==> config.mk <==
export PLATFORM = sky130hd
export DESIGN_NAME = intagg_top
export DESIGN_NICKNAME = d
export VERILOG_FILES = /design/src/rtl/intagg_pkg.sv /design/src/rtl/intagg_ctrl.sv /design/src/rtl/intagg_datapath.sv /design/src/rtl/intagg_top.sv
export SDC_FILE = /design/constraint.sdc
export NUM_CORES = 2
export LEC_CHECK = 0
export BUFFER_PORTS_ARGS = -buffer_cell sky130_fd_sc_hd__buf_2
export CORE_MARGIN = 4
export CORE_UTILIZATION = 50
export DETAILED_ROUTE_END_ITERATION = 7
export GPL_TIMING_DRIVEN = 0
export MAX_ROUTING_LAYER = met4
export PLACE_DENSITY_LB_ADDON = 0.25
export SLEW_MARGIN = 0
export SYNTH_ARGS = -nofsm -noshare
export SYNTH_HDL_FRONTEND = slang
export SYNTH_SLANG_ARGS = --single-unit
==> constraint.sdc <==
create_clock -name pclk -period 9.3 [get_ports pclk]
set_input_delay 1.395 -clock pclk [delete_from_list [all_inputs] [get_ports pclk]]
set_output_delay 1.395 -clock pclk [all_outputs]
set_load 0.05 [all_outputs]
==> src/rtl/intagg_pkg.sv <==
package intagg_pkg;
  parameter int unsigned GRP_N     = 4;
  parameter int unsigned SRC_W     = 32;
  parameter int unsigned SEV_N     = 4;
  parameter int unsigned GRP_BYTES = 64;

  localparam int unsigned OFF_W  = $clog2(GRP_BYTES);
  localparam int unsigned GIDX_W = $clog2(GRP_N);
  localparam int unsigned ADDR_W = OFF_W + GIDX_W;
  localparam int unsigned SEVI_W = $clog2(SEV_N);
  localparam int unsigned SRC_ALL = GRP_N * SRC_W;

  localparam logic [OFF_W-1:0] OFF_CAUSE  = OFF_W'('h00);
  localparam logic [OFF_W-1:0] OFF_CSET   = OFF_W'('h08);
  localparam logic [OFF_W-1:0] OFF_MASK   = OFF_W'('h10);
  localparam logic [OFF_W-1:0] OFF_MCLR   = OFF_W'('h18);
  localparam logic [OFF_W-1:0] OFF_STAT   = OFF_W'('h20);
  localparam logic [OFF_W-1:0] OFF_CTRL   = OFF_W'('h28);
  localparam logic [OFF_W-1:0] OFF_SEV0   = OFF_W'('h2C);
  localparam logic [OFF_W-1:0] OFF_SEVL   = OFF_W'('h38);
  localparam logic [OFF_W-1:0] OFF_EDGE   = OFF_W'('h3C);

  localparam int unsigned CB_CLR_ON_READ = 0;
  localparam int unsigned CB_AUTO_MASK   = 1;
  localparam int unsigned CB_POS_EDGE    = 3;
  localparam int unsigned CB_NO_SUMMARY  = 5;
  localparam int unsigned CB_REV_LO      = 28;
  localparam logic [1:0]  REV_ID         = 2'd1;

  typedef enum logic [3:0] {
    SEL_NONE, SEL_CAUSE, SEL_CSET, SEL_MASK, SEL_MCLR,
    SEL_STAT, SEL_CTRL, SEL_SEV, SEL_EDGE
  } regSel_t;

  typedef struct packed {
    logic              wr;
    logic              rd;
    logic [GRP_N-1:0]  grpHit;
    logic [GIDX_W-1:0] grpIdx;
    regSel_t           sel;
    logic [SEVI_W-1:0] sevIdx;
  } strobe_t;

  typedef struct packed {
    logic noSummary;
    logic posEdge;
    logic autoMask;
    logic clrOnRead;
  } ctrl_t;
endpackage

==> src/rtl/intagg_ctrl.sv <==
module intagg_ctrl
  import intagg_pkg::*;
(
  input  logic              pclk,
  input  logic              presetn,
  input  logic              psel,
  input  logic              penable,
  input  logic              pwrite,
  input  logic [ADDR_W-1:0] paddr,
  output strobe_t           stb
);
  logic             access;
  logic [OFF_W-1:0] off;
  logic [OFF_W-1:0] sevOff;

  always_comb begin
    access     = psel & penable;
    off        = paddr[OFF_W-1:0];
    sevOff     = off - OFF_SEV0;
    stb        = '0;
    stb.sel    = SEL_NONE;
    stb.grpIdx = paddr[ADDR_W-1:OFF_W];
    stb.wr     = access & pwrite;
    stb.rd     = access & ~pwrite;
    stb.sevIdx = sevOff[SEVI_W+1:2];
    for (int g = 0; g < GRP_N; g++)
      stb.grpHit[g] = access && (stb.grpIdx == GIDX_W'(g));
    if (off == OFF_CAUSE)      stb.sel = SEL_CAUSE;
    else if (off == OFF_CSET)  stb.sel = SEL_CSET;
    else if (off == OFF_MASK)  stb.sel = SEL_MASK;
    else if (off == OFF_MCLR)  stb.sel = SEL_MCLR;
    else if (off == OFF_STAT)  stb.sel = SEL_STAT;
    else if (off == OFF_CTRL)  stb.sel = SEL_CTRL;
    else if (off == OFF_EDGE)  stb.sel = SEL_EDGE;
    else if (off >= OFF_SEV0 && off <= OFF_SEVL && off[1:0] == 2'b00)
      stb.sel = SEL_SEV;
  end

  // an access hits exactly one group, idle hits none
  p_one_group_r1: assert property (@(posedge pclk) disable iff (!presetn)
    (stb.wr || stb.rd) |-> ($countones(stb.grpHit) == 1));
  p_idle_none_r1: assert property (@(posedge pclk) disable iff (!presetn)
    !(psel && penable) |-> (stb.grpHit == '0));
endmodule

==> src/rtl/intagg_datapath.sv <==
module intagg_datapath
  import intagg_pkg::*;
(
  input  logic               pclk,
  input  logic               presetn,
  input  strobe_t            stb,
  input  logic [SRC_W-1:0]   wdata,
  input  logic [SRC_ALL-1:0] srcIn,
  output logic [SRC_W-1:0]   rdata,
  output logic [SEV_N-1:0]   sevOut,
  output logic [GRP_N-1:0]   groupSum
);
  logic [SRC_W-1:0] srcGrp  [GRP_N];
  logic [SRC_W-1:0] cause   [GRP_N];
  logic [SRC_W-1:0] mask    [GRP_N];
  logic [SRC_W-1:0] edgeSel [GRP_N];
  logic [SRC_W-1:0] srcPrev [GRP_N];
  ctrl_t            ctrlR   [GRP_N];
  logic [SRC_W-1:0] sevMask [GRP_N][SEV_N];

  logic [SRC_W-1:0] hwSet    [GRP_N];
  logic [SRC_W-1:0] causeNxt [GRP_N];
  logic [SRC_W-1:0] maskNxt  [GRP_N];
  logic [SRC_W-1:0] edgeNxt  [GRP_N];
  ctrl_t            ctrlNxt  [GRP_N];
  logic [SRC_W-1:0] sevNxt   [GRP_N][SEV_N];
  logic [SRC_W-1:0] edgeEff;
  logic             wrHit;
  logic             rdHit;

  for (genvar g = 0; g < GRP_N; g++) begin : gSlice
    assign srcGrp[g]   = srcIn[g*SRC_W +: SRC_W];
    assign groupSum[g] = ~ctrlR[g].noSummary & (|(cause[g] & ~mask[g]));
  end

  always_comb begin
    edgeEff = '0;
    wrHit   = 1'b0;
    rdHit   = 1'b0;
    for (int g = 0; g < GRP_N; g++) begin
      wrHit    = stb.grpHit[g] & stb.wr;
      rdHit    = stb.grpHit[g] & stb.rd;
      edgeEff  = edgeSel[g] | {SRC_W{ctrlR[g].posEdge}};
      hwSet[g] = srcGrp[g] & ~(edgeEff & srcPrev[g]);

      causeNxt[g] = cause[g];
      if (wrHit && stb.sel == SEL_CAUSE) causeNxt[g] = causeNxt[g] & wdata;
      if (wrHit && stb.sel == SEL_CSET)  causeNxt[g] = causeNxt[g] | wdata;
      if (rdHit && stb.sel == SEL_CAUSE && ctrlR[g].clrOnRead) causeNxt[g] = '0;
      causeNxt[g] = causeNxt[g] | hwSet[g];

      maskNxt[g] = mask[g];
      if (wrHit && stb.sel == SEL_MASK) maskNxt[g] = wdata;
      if (wrHit && stb.sel == SEL_MCLR) maskNxt[g] = mask[g] & wdata;
      if (ctrlR[g].autoMask) maskNxt[g] = maskNxt[g] | hwSet[g];

      edgeNxt[g] = (wrHit && stb.sel == SEL_EDGE) ? wdata : edgeSel[g];

      ctrlNxt[g] = ctrlR[g];
      if (wrHit && stb.sel == SEL_CTRL) begin
        ctrlNxt[g].clrOnRead = wdata[CB_CLR_ON_READ];
        ctrlNxt[g].autoMask  = wdata[CB_AUTO_MASK];
        ctrlNxt[g].posEdge   = wdata[CB_POS_EDGE];
        ctrlNxt[g].noSummary = wdata[CB_NO_SUMMARY];
      end

      for (int s = 0; s < SEV_N; s++)
        sevNxt[g][s] = (wrHit && stb.sel == SEL_SEV && stb.sevIdx == SEVI_W'(s))
                       ? wdata : sevMask[g][s];
    end
  end

  always_ff @(posedge pclk or negedge presetn) begin
    if (!presetn) begin
      for (int g = 0; g < GRP_N; g++) begin
        cause[g]   <= '0;
        mask[g]    <= '1;
        edgeSel[g] <= '0;
        srcPrev[g] <= '0;
        ctrlR[g]   <= '0;
        for (int s = 0; s < SEV_N; s++) sevMask[g][s] <= '1;
      end
    end else begin
      for (int g = 0; g < GRP_N; g++) begin
        cause[g]   <= causeNxt[g];
        mask[g]    <= maskNxt[g];
        edgeSel[g] <= edgeNxt[g];
        srcPrev[g] <= srcGrp[g];
        ctrlR[g]   <= ctrlNxt[g];
        for (int s = 0; s < SEV_N; s++) sevMask[g][s] <= sevNxt[g][s];
      end
    end
  end

  always_comb begin
    sevOut = '0;
    for (int g = 0; g < GRP_N; g++)
      for (int s = 0; s < SEV_N; s++)
        sevOut[s] = sevOut[s] | (|(cause[g] & ~mask[g] & ~sevMask[g][s]));
  end

  always_comb begin
    rdata = '0;
    case (stb.sel)
      SEL_CAUSE: rdata = cause[stb.grpIdx];
      SEL_MASK:  rdata = mask[stb.grpIdx];
      SEL_STAT:  rdata = srcPrev[stb.grpIdx];
      SEL_EDGE:  rdata = edgeSel[stb.grpIdx];
      SEL_SEV:   rdata = sevMask[stb.grpIdx][stb.sevIdx];
      SEL_CTRL: begin
        rdata[CB_REV_LO +: 2]  = REV_ID;
        rdata[CB_CLR_ON_READ]  = ctrlR[stb.grpIdx].clrOnRead;
        rdata[CB_AUTO_MASK]    = ctrlR[stb.grpIdx].autoMask;
        rdata[CB_POS_EDGE]     = ctrlR[stb.grpIdx].posEdge;
        rdata[CB_NO_SUMMARY]   = ctrlR[stb.grpIdx].noSummary;
      end
      default:   rdata = '0;
    endcase
  end

  for (genvar g = 0; g < GRP_N; g++) begin : gChk
    // a capture always survives into the next cycle
    p_hw_wins_r4: assert property (@(posedge pclk) disable iff (!presetn)
      (|hwSet[g]) |=> ((cause[g] & $past(hwSet[g])) == $past(hwSet[g])));
    // bits written as 1 to cause-set are present afterwards
    p_set_w1s_r5: assert property (@(posedge pclk) disable iff (!presetn)
      (stb.grpHit[g] && stb.wr && stb.sel == SEL_CSET)
      |=> ((cause[g] & $past(wdata)) == $past(wdata)));
    // a cause write never drops a bit written as 1
    p_w0c_keep_r3: assert property (@(posedge pclk) disable iff (!presetn)
      (stb.grpHit[g] && stb.wr && stb.sel == SEL_CAUSE)
      |=> ((~cause[g] & $past(cause[g] & wdata)) == '0));
    // mask-clear can only lower mask bits
    p_mask_clear_r6: assert property (@(posedge pclk) disable iff (!presetn)
      (stb.grpHit[g] && stb.wr && stb.sel == SEL_MCLR && !ctrlR[g].autoMask)
      |=> ((mask[g] & ~$past(mask[g])) == '0));
  end
endmodule

==> src/rtl/intagg_top.sv <==
module intagg_top
  import intagg_pkg::*;
(
  input  logic               pclk,
  input  logic               presetn,
  input  logic               psel,
  input  logic               penable,
  input  logic               pwrite,
  input  logic [ADDR_W-1:0]  paddr,
  input  logic [SRC_W-1:0]   pwdata,
  output logic [SRC_W-1:0]   prdata,
  input  logic [SRC_ALL-1:0] srcIn,
  output logic               errorOut,
  output logic               abortOut,
  output logic               fatalOut,
  output logic               logOut,
  output logic [GRP_N-1:0]   groupSummary,
  output logic               nmiOut
);
  strobe_t          stb;
  logic [SEV_N-1:0] sevOut;
  logic             anyLine;

  intagg_ctrl u_ctrl (
    .pclk    (pclk),
    .presetn (presetn),
    .psel    (psel),
    .penable (penable),
    .pwrite  (pwrite),
    .paddr   (paddr),
    .stb     (stb)
  );

  intagg_datapath u_dp (
    .pclk     (pclk),
    .presetn  (presetn),
    .stb      (stb),
    .wdata    (pwdata),
    .srcIn    (srcIn),
    .rdata    (prdata),
    .sevOut   (sevOut),
    .groupSum (groupSummary)
  );

  assign errorOut = sevOut[0];
  assign abortOut = sevOut[1];
  assign fatalOut = sevOut[2];
  assign logOut   = sevOut[3];
  assign anyLine  = (|sevOut) | (|groupSummary);

  always_ff @(posedge pclk or negedge presetn) begin
    if (!presetn) nmiOut <= 1'b0;
    else          nmiOut <= anyLine;
  end

  // nmiOut stays low one cycle after all lines are quiet, high after any is active
  p_nmi_quiet_r9: assert property (@(posedge pclk) disable iff (!presetn)
    !anyLine |=> !nmiOut);
  p_nmi_active_r9: assert property (@(posedge pclk) disable iff (!presetn)
    (|sevOut) |=> nmiOut);
endmodule

== After elaboration in Yosys (flattened, before gate mapping) ==
Index checks and enable logic that the tools add are counted.

* Bits in registers: 1041
* Input port bits: 173
* Output and inout port bits: 41
* Logic and storage cells: 330

* $add $sub $neg: 1
* Order comparisons: 4
* Eq/ne operators: 20
* Multiplexer cells: 61
* Bitwise operators: 111
* Reductions and logical operators: 84

{| class="wikitable"
|+ Operators with widths
! cell !! number
|-
| 32-bit bitwise AND || 36
|-
| 32-bit two-way mux || 34
|-
| 32-bit NOT || 24
|-
| 32-bit OR reduction || 20
|-
| 32-bit bitwise OR || 16
|-
| 32-bit binary-select mux with 2-bit select || 5
|-
| 128-bit binary-select mux with 2-bit select || 1
|-
| 128-bit two-way mux || 2
|-
| 22-bit one-hot mux with 5 select lines || 1
|-
| 1-bit logical AND || 58
|-
| 4-bit two-way mux || 9
|-
| 2-bit one-hot mux with 6 select lines || 2
|-
| 6-bit equality test, second input constant || 3
|-
| 4-bit by 3-bit equality test with 1-bit output, second input constant || 4
|-
| 1-bit bitwise AND || 15
|-
| 1-bit bitwise OR || 13
|-
| 6-bit by 5-bit equality test with 1-bit output, second input constant || 2
|-
| 1-bit one-hot mux with 6 select lines || 2
|-
| 1-bit one-hot mux with 5 select lines || 2
|-
| 2-bit one-hot mux with 5 select lines || 1
|-
| 4-bit binary-select mux with 2-bit select || 1
|-
| 2-bit equality test, second input constant || 4
|-
| 4-bit by 2-bit equality test with 1-bit output, second input constant || 2
|-
| 4-bit OR reduction || 2
|-
| 13 further kinds || 22
|}

== Depth between registers and ports, before layout ==
* Word-level depth: 18
* Mapped depth: 12
* Mapped depth without buffers: 8

== Cells and area by module ==
A second synthesis with hierarchy kept.

* Cells, all modules: 4145
* Area total of the unflattened synthesis: 52820.7 um^2

{| class="wikitable"
|+ By module, submodules not included
! module !! instances !! cells an instance !! area each (um^2) !! seq. area each (um^2)
|-
| intagg_datapath || 1 || 4102 || 52515.4 || 26825.7
|-
| intagg_ctrl || 1 || 39 || 264.0 || 0.0
|-
| intagg_top || 1 || 4 || 41.3 || 25.0
|}

== Worst setup path after synthesis ==
Ideal clock, no wire load.

* Path type: input port to output port
* From: in paddr[2]
* To: out prdata[0]
* Data arrival time: 4272 ps
* Required time: 7905 ps
* Slack: 3633 ps
* Cell stages on the path: 11
* Path buffers: 5
* Cell sequence: clkbuf_1 buf_1 inv_1 ha_1 and2_1 buf_4 a211o_1 and3b_2 buf_6 buf_1 a221o_1

* Cells in the longest elaborated chain, start to end: 13
* Elaborated cells between the ends (all ways): 31
* Classes of those cells: add/sub: 1; order compare: 2; eq/ne: 12; mux: 12; bitwise: 1; reduce/logical: 3

{| class="wikitable"
|+ RTL lines
! item !! RTL line !! source
|-
| start: declaration || intagg_top.sv:9 || <nowiki>input logic [ADDR_W-1:0] paddr,</nowiki>
|-
| 6-bit greater-or-equal comparator / 6-bit less-or-equal comparator (equally long branches) || intagg_ctrl.sv:35 || <nowiki>else if (off >= OFF_SEV0 && off <= OFF_SEVL && off[1:0] == 2'b00)</nowiki>
|-
| 1-bit logical AND (2 in series) || intagg_ctrl.sv:35 ||
|-
| 3-bit two-way mux || intagg_ctrl.sv:35 ||
|-
| 4-bit two-way mux || intagg_ctrl.sv:34 || <nowiki>else if (off == OFF_EDGE) stb.sel = SEL_EDGE;</nowiki>
|-
| 4-bit two-way mux || intagg_ctrl.sv:33 || <nowiki>else if (off == OFF_CTRL) stb.sel = SEL_CTRL;</nowiki>
|-
| 4-bit two-way mux || intagg_ctrl.sv:32 || <nowiki>else if (off == OFF_STAT) stb.sel = SEL_STAT;</nowiki>
|-
| 4-bit two-way mux || intagg_ctrl.sv:31 || <nowiki>else if (off == OFF_MCLR) stb.sel = SEL_MCLR;</nowiki>
|-
| 4-bit two-way mux || intagg_ctrl.sv:30 || <nowiki>else if (off == OFF_MASK) stb.sel = SEL_MASK;</nowiki>
|-
| 4-bit two-way mux || intagg_ctrl.sv:29 || <nowiki>else if (off == OFF_CSET) stb.sel = SEL_CSET;</nowiki>
|-
| 4-bit two-way mux || intagg_ctrl.sv:28 || <nowiki>if (off == OFF_CAUSE) stb.sel = SEL_CAUSE;</nowiki>
|-
| 4-bit by 3-bit equality test with 1-bit output (tied with other cells) || intagg_datapath.sv:104 || <nowiki>case (stb.sel)</nowiki>
|-
| 2-bit one-hot mux with 6 select lines * || intagg_datapath.sv:104 ||
|-
| end: declaration || intagg_top.sv:11 || <nowiki>output logic [SRC_W-1:0] prdata,</nowiki>
|}

Every way passes the cells marked *; elsewhere a longest branch is shown, timed or not. The select of a mux whose other input is x is not followed.

== Worst setup path in the final report ==
* From: in paddr[2]
* To: out prdata[8]

* Cells in the longest elaborated chain, start to end: 13
* Elaborated cells between the ends (all ways): 30
* Classes of those cells: add/sub: 1; order compare: 2; eq/ne: 11; mux: 12; bitwise: 1; reduce/logical: 3

{| class="wikitable"
|+ RTL lines
! item !! RTL line
|-
| 6-bit greater-or-equal comparator / 6-bit less-or-equal comparator (equally long branches) || intagg_ctrl.sv:35
|-
| 1-bit logical AND (2 in series) || intagg_ctrl.sv:35
|-
| 3-bit two-way mux || intagg_ctrl.sv:35
|-
| 4-bit two-way mux || intagg_ctrl.sv:34
|-
| 4-bit two-way mux || intagg_ctrl.sv:33
|-
| 4-bit two-way mux || intagg_ctrl.sv:32
|-
| 4-bit two-way mux || intagg_ctrl.sv:31
|-
| 4-bit two-way mux || intagg_ctrl.sv:30
|-
| 4-bit two-way mux || intagg_ctrl.sv:29
|-
| 4-bit two-way mux || intagg_ctrl.sv:28
|-
| 4-bit by 3-bit equality test with 1-bit output (tied with other cells) || intagg_datapath.sv:104
|-
| 22-bit one-hot mux with 5 select lines * || intagg_datapath.sv:104
|}

Marks and branches as above.

==> out/qor.csv <==
metric,value,unit
status,"complete, but fails checks",
failed_checks,"design-rule violations, max-capacitance violations, max-slew violations",
fin_skew,0.02673,ns
die_height,337.4,um
tightest_slew,1.638,ns
ys_types,64,
power_density,217.8,nW/um^2
wl_per_cell,50.53,um
yosysSeqAreaShare,0.4950,
synth_top_cell_area_share,0.3100,
cp-endpoint,prdata[8],
portBuffers,206,
dr.pass1.iters,8,
first_iter_violations,9012,
antenna_left,0,
coreArea,107400,um^2
final_cell_mix,"640 x dfstp_2, 500 x mux2_2, 401 x dfrtp_1, 350 x o21ai_0, 291 x mux4_2",
dieArea,113800,um^2
root_buffer,clkbuf_16,
grt_setup_unrepaired,no,
synth_top_cell_by_area,dfstp_2,
whs,0.4947,ns
crit_path_top_delay_cell,clkbuf_2,
clk_path_buf_depth,3,
worstSetupStartpointType,primary input,
worstSetupPathType,primary input to primary output,
path_max_fanout,14,
cp-startpoint,paddr[2],
drive_gt1_frac,0.4491,
yosysWarnings,0,
syn_nets,4359,
worst_path_most_repeated_cell,buf_2,
via_per_inst,7.689,
tritoncts,built,
place_hpwl,240900,um
finalSetupViolations,0,
period_needed,7.476,ns
htree_num_levels,3,
fin_tns_setup,0,ns
postCtsSetupBuffers,0,
place.gp.congestion,1.146,
numCtsBuffers,111,
ir_worst_vdd,0.1745,mV
crit_chain,buf_2 > clkbuf_1 > buf_2 > inv_1 > ha_1 > nand2b_1 > nor2b_1 > clkbuf_1 > clkbuf_2 > buf_2 > a22oi_1 > o211ai_1 > buf_2,
finalInstanceArea,61410,um^2
instances_no_fill,6064,
antenna_found_initial,52,
maxCapViolCount,20,
final_common_cell,dfstp_2,
clk_latency,0.74,ns
grt_pass1_vias,44220,
clk_pin_slew_worst_paths,0.06,ns
hold_buffers,0,
crit_required,7.91,ns
leakagePower,24.56,nW
fp-row-count,120,
ys.flop_type,dfstp_2,
dpl_cell_area,57380,um^2
top_level_ports,214,
vias,46630,
slowest_delay,0.94,ns
timing.fmax,0.1338,GHz
hold_path.class,primary input to asynchronous set/reset pin,
finalCritPeriodShare,0.8039,
synthArstFlopShare,1.000,
ys_top_cells_by_area,"dfstp_2 31%, dfrtp_1 18%, mux4_2 12%",
slew_viol_final,92,
initial_core_util,0.5053,
grt_pass1_wl,400700,um
die_x,337.4,um
end_kind,primary output,
synth_edf_count,0,
r2r_end,nmiOut,
remaining_drc_errors,5,
cts_resized,0,
cp.arrival,6.08,ns
synth_area,54250,um^2
final_nets,4692,
wl,306400,um
r2r-start,u_dp.mask[123],
grt_overflow,0,
grt_util_all_layers,0.5499,
cts.sinks,1041,
synth_area_per_cell,12.98,um^2
dp.cells,5799,
syn_inst,4179,
reg2reg_depth,6,
grt_max_degree,169,
synth_seq_cells,1041,
final_hold_viol_count,0,
syn_to_final_growth,13.21,%
ff2ff_setup_slack,4.82,ns
slew_headroom,-0.1024,
-- routing by layer --
layer  share of wire  wire length (um)  vias up  global-route usage
met2            0.40            123200     4496              0.7258
li1                -                 -    16850                   -
met4           0.096             29380        0              0.4014
met1            0.36            110300    24170              0.6693
met3            0.14             43570     1121              0.2332
met5               0                 0        -                   -
-- Yosys cell counts, types with 31 or more instances --
cell type and number:
mux2_1 146, or3b_2 47, nor4_1 93, a21oi_1 133
mux2_2 500, nand2_1 178, nor3b_1 291, o21ai_0 350
o21ai_1 34, o21a_1 128, dfstp_2 640, o22ai_1 189
mux4_2 291, o2111ai_1 46, nand2b_1 99, inv_1 38
a22oi_1 31, clkbuf_1 201, dfrtp_1 401, buf_2 41
buf_4 36
-- area by class of cell --
class / count / area, um^2
clock buffer: 152 / 3134
inverter: 38 / 142.6
fill: 8775 / 45940
clock inverter: 58 / 684.4
antenna: 52 / 130.1
buffer: 336 / 1713
timing repair buffer: 220 / 1326
sequential: 1041 / 26850
tap: 1403 / 1755
multi-input combinational: 2764 / 25680
-- where the power goes --
part	leakage (nW)	switching [mW]	internal [mW]	total, mW
combinational	11.5	2.32	0.736	3.06
clock	1.86	2.04	2.70	4.74
sequential	11.2	0.591	4.99	5.58
-- per-stage QoR --
stage	power (mW)	utilization	setup WS [ns]
floorplan	6.392	-	3.633
global route	13.38	0.5717	1.934
CTS	13.02	0.5701	2.119
finish	13.38	0.5721	1.824
detailed placement	8.373	0.5345	2.120
global placement	8.318	0.5313	-15.62
-- how the worst min path moves through the flow --
| stage | cells past startpoint | startpoint | end |
|---|---|---|---|
| after floorplan | 1 | u_dp.edgeSel[102] | u_dp.edgeSel[102] |
| after global placement | 1 | u_dp.edgeSel[102] | u_dp.edgeSel[102] |
| after detailed placement | 1 | u_dp.edgeSel[37] | u_dp.edgeSel[37] |
| after CTS | 1 | presetn | u_dp.edgeSel[87] |
| after global routing | 1 | presetn | u_dp.edgeSel[119] |
| final | 1 | presetn | u_dp.edgeSel[119] |
-- sequential cells by signal (all words and copies together) (netlist names) --
signal and count:
u_dp.mask 128, u_dp.srcPrev 128, u_dp.cause 128, u_dp.edgeSel 128
u_dp.sevMask 512, u_dp.ctrlR 16, nmiOut 1
-- critical path: cells and delay by family --
kind	cells	cell delay [ns]
buffers and inverters	8	3.62
AO/OA/AOI/OAI	2	0.45
adder cells (fa/ha/maj)	1	0.31
AND/OR/NAND/NOR	2	0.21
-- kinds of logic (layout without fill, tap and decap cells) --
logic type	Yosys count	in the layout	synth area share
DFF	1041	1041	0.4950
adders and majority gates	7	7	0.001615
AOI/OAI and AO/OA	970	970	0.1081
muxes	976	976	0.2633
other	0	52	0
and+or+nand+nor	811	811	0.09828
buffers and inverters	374	804	0.03372
(Power assumes the default switching activity.)
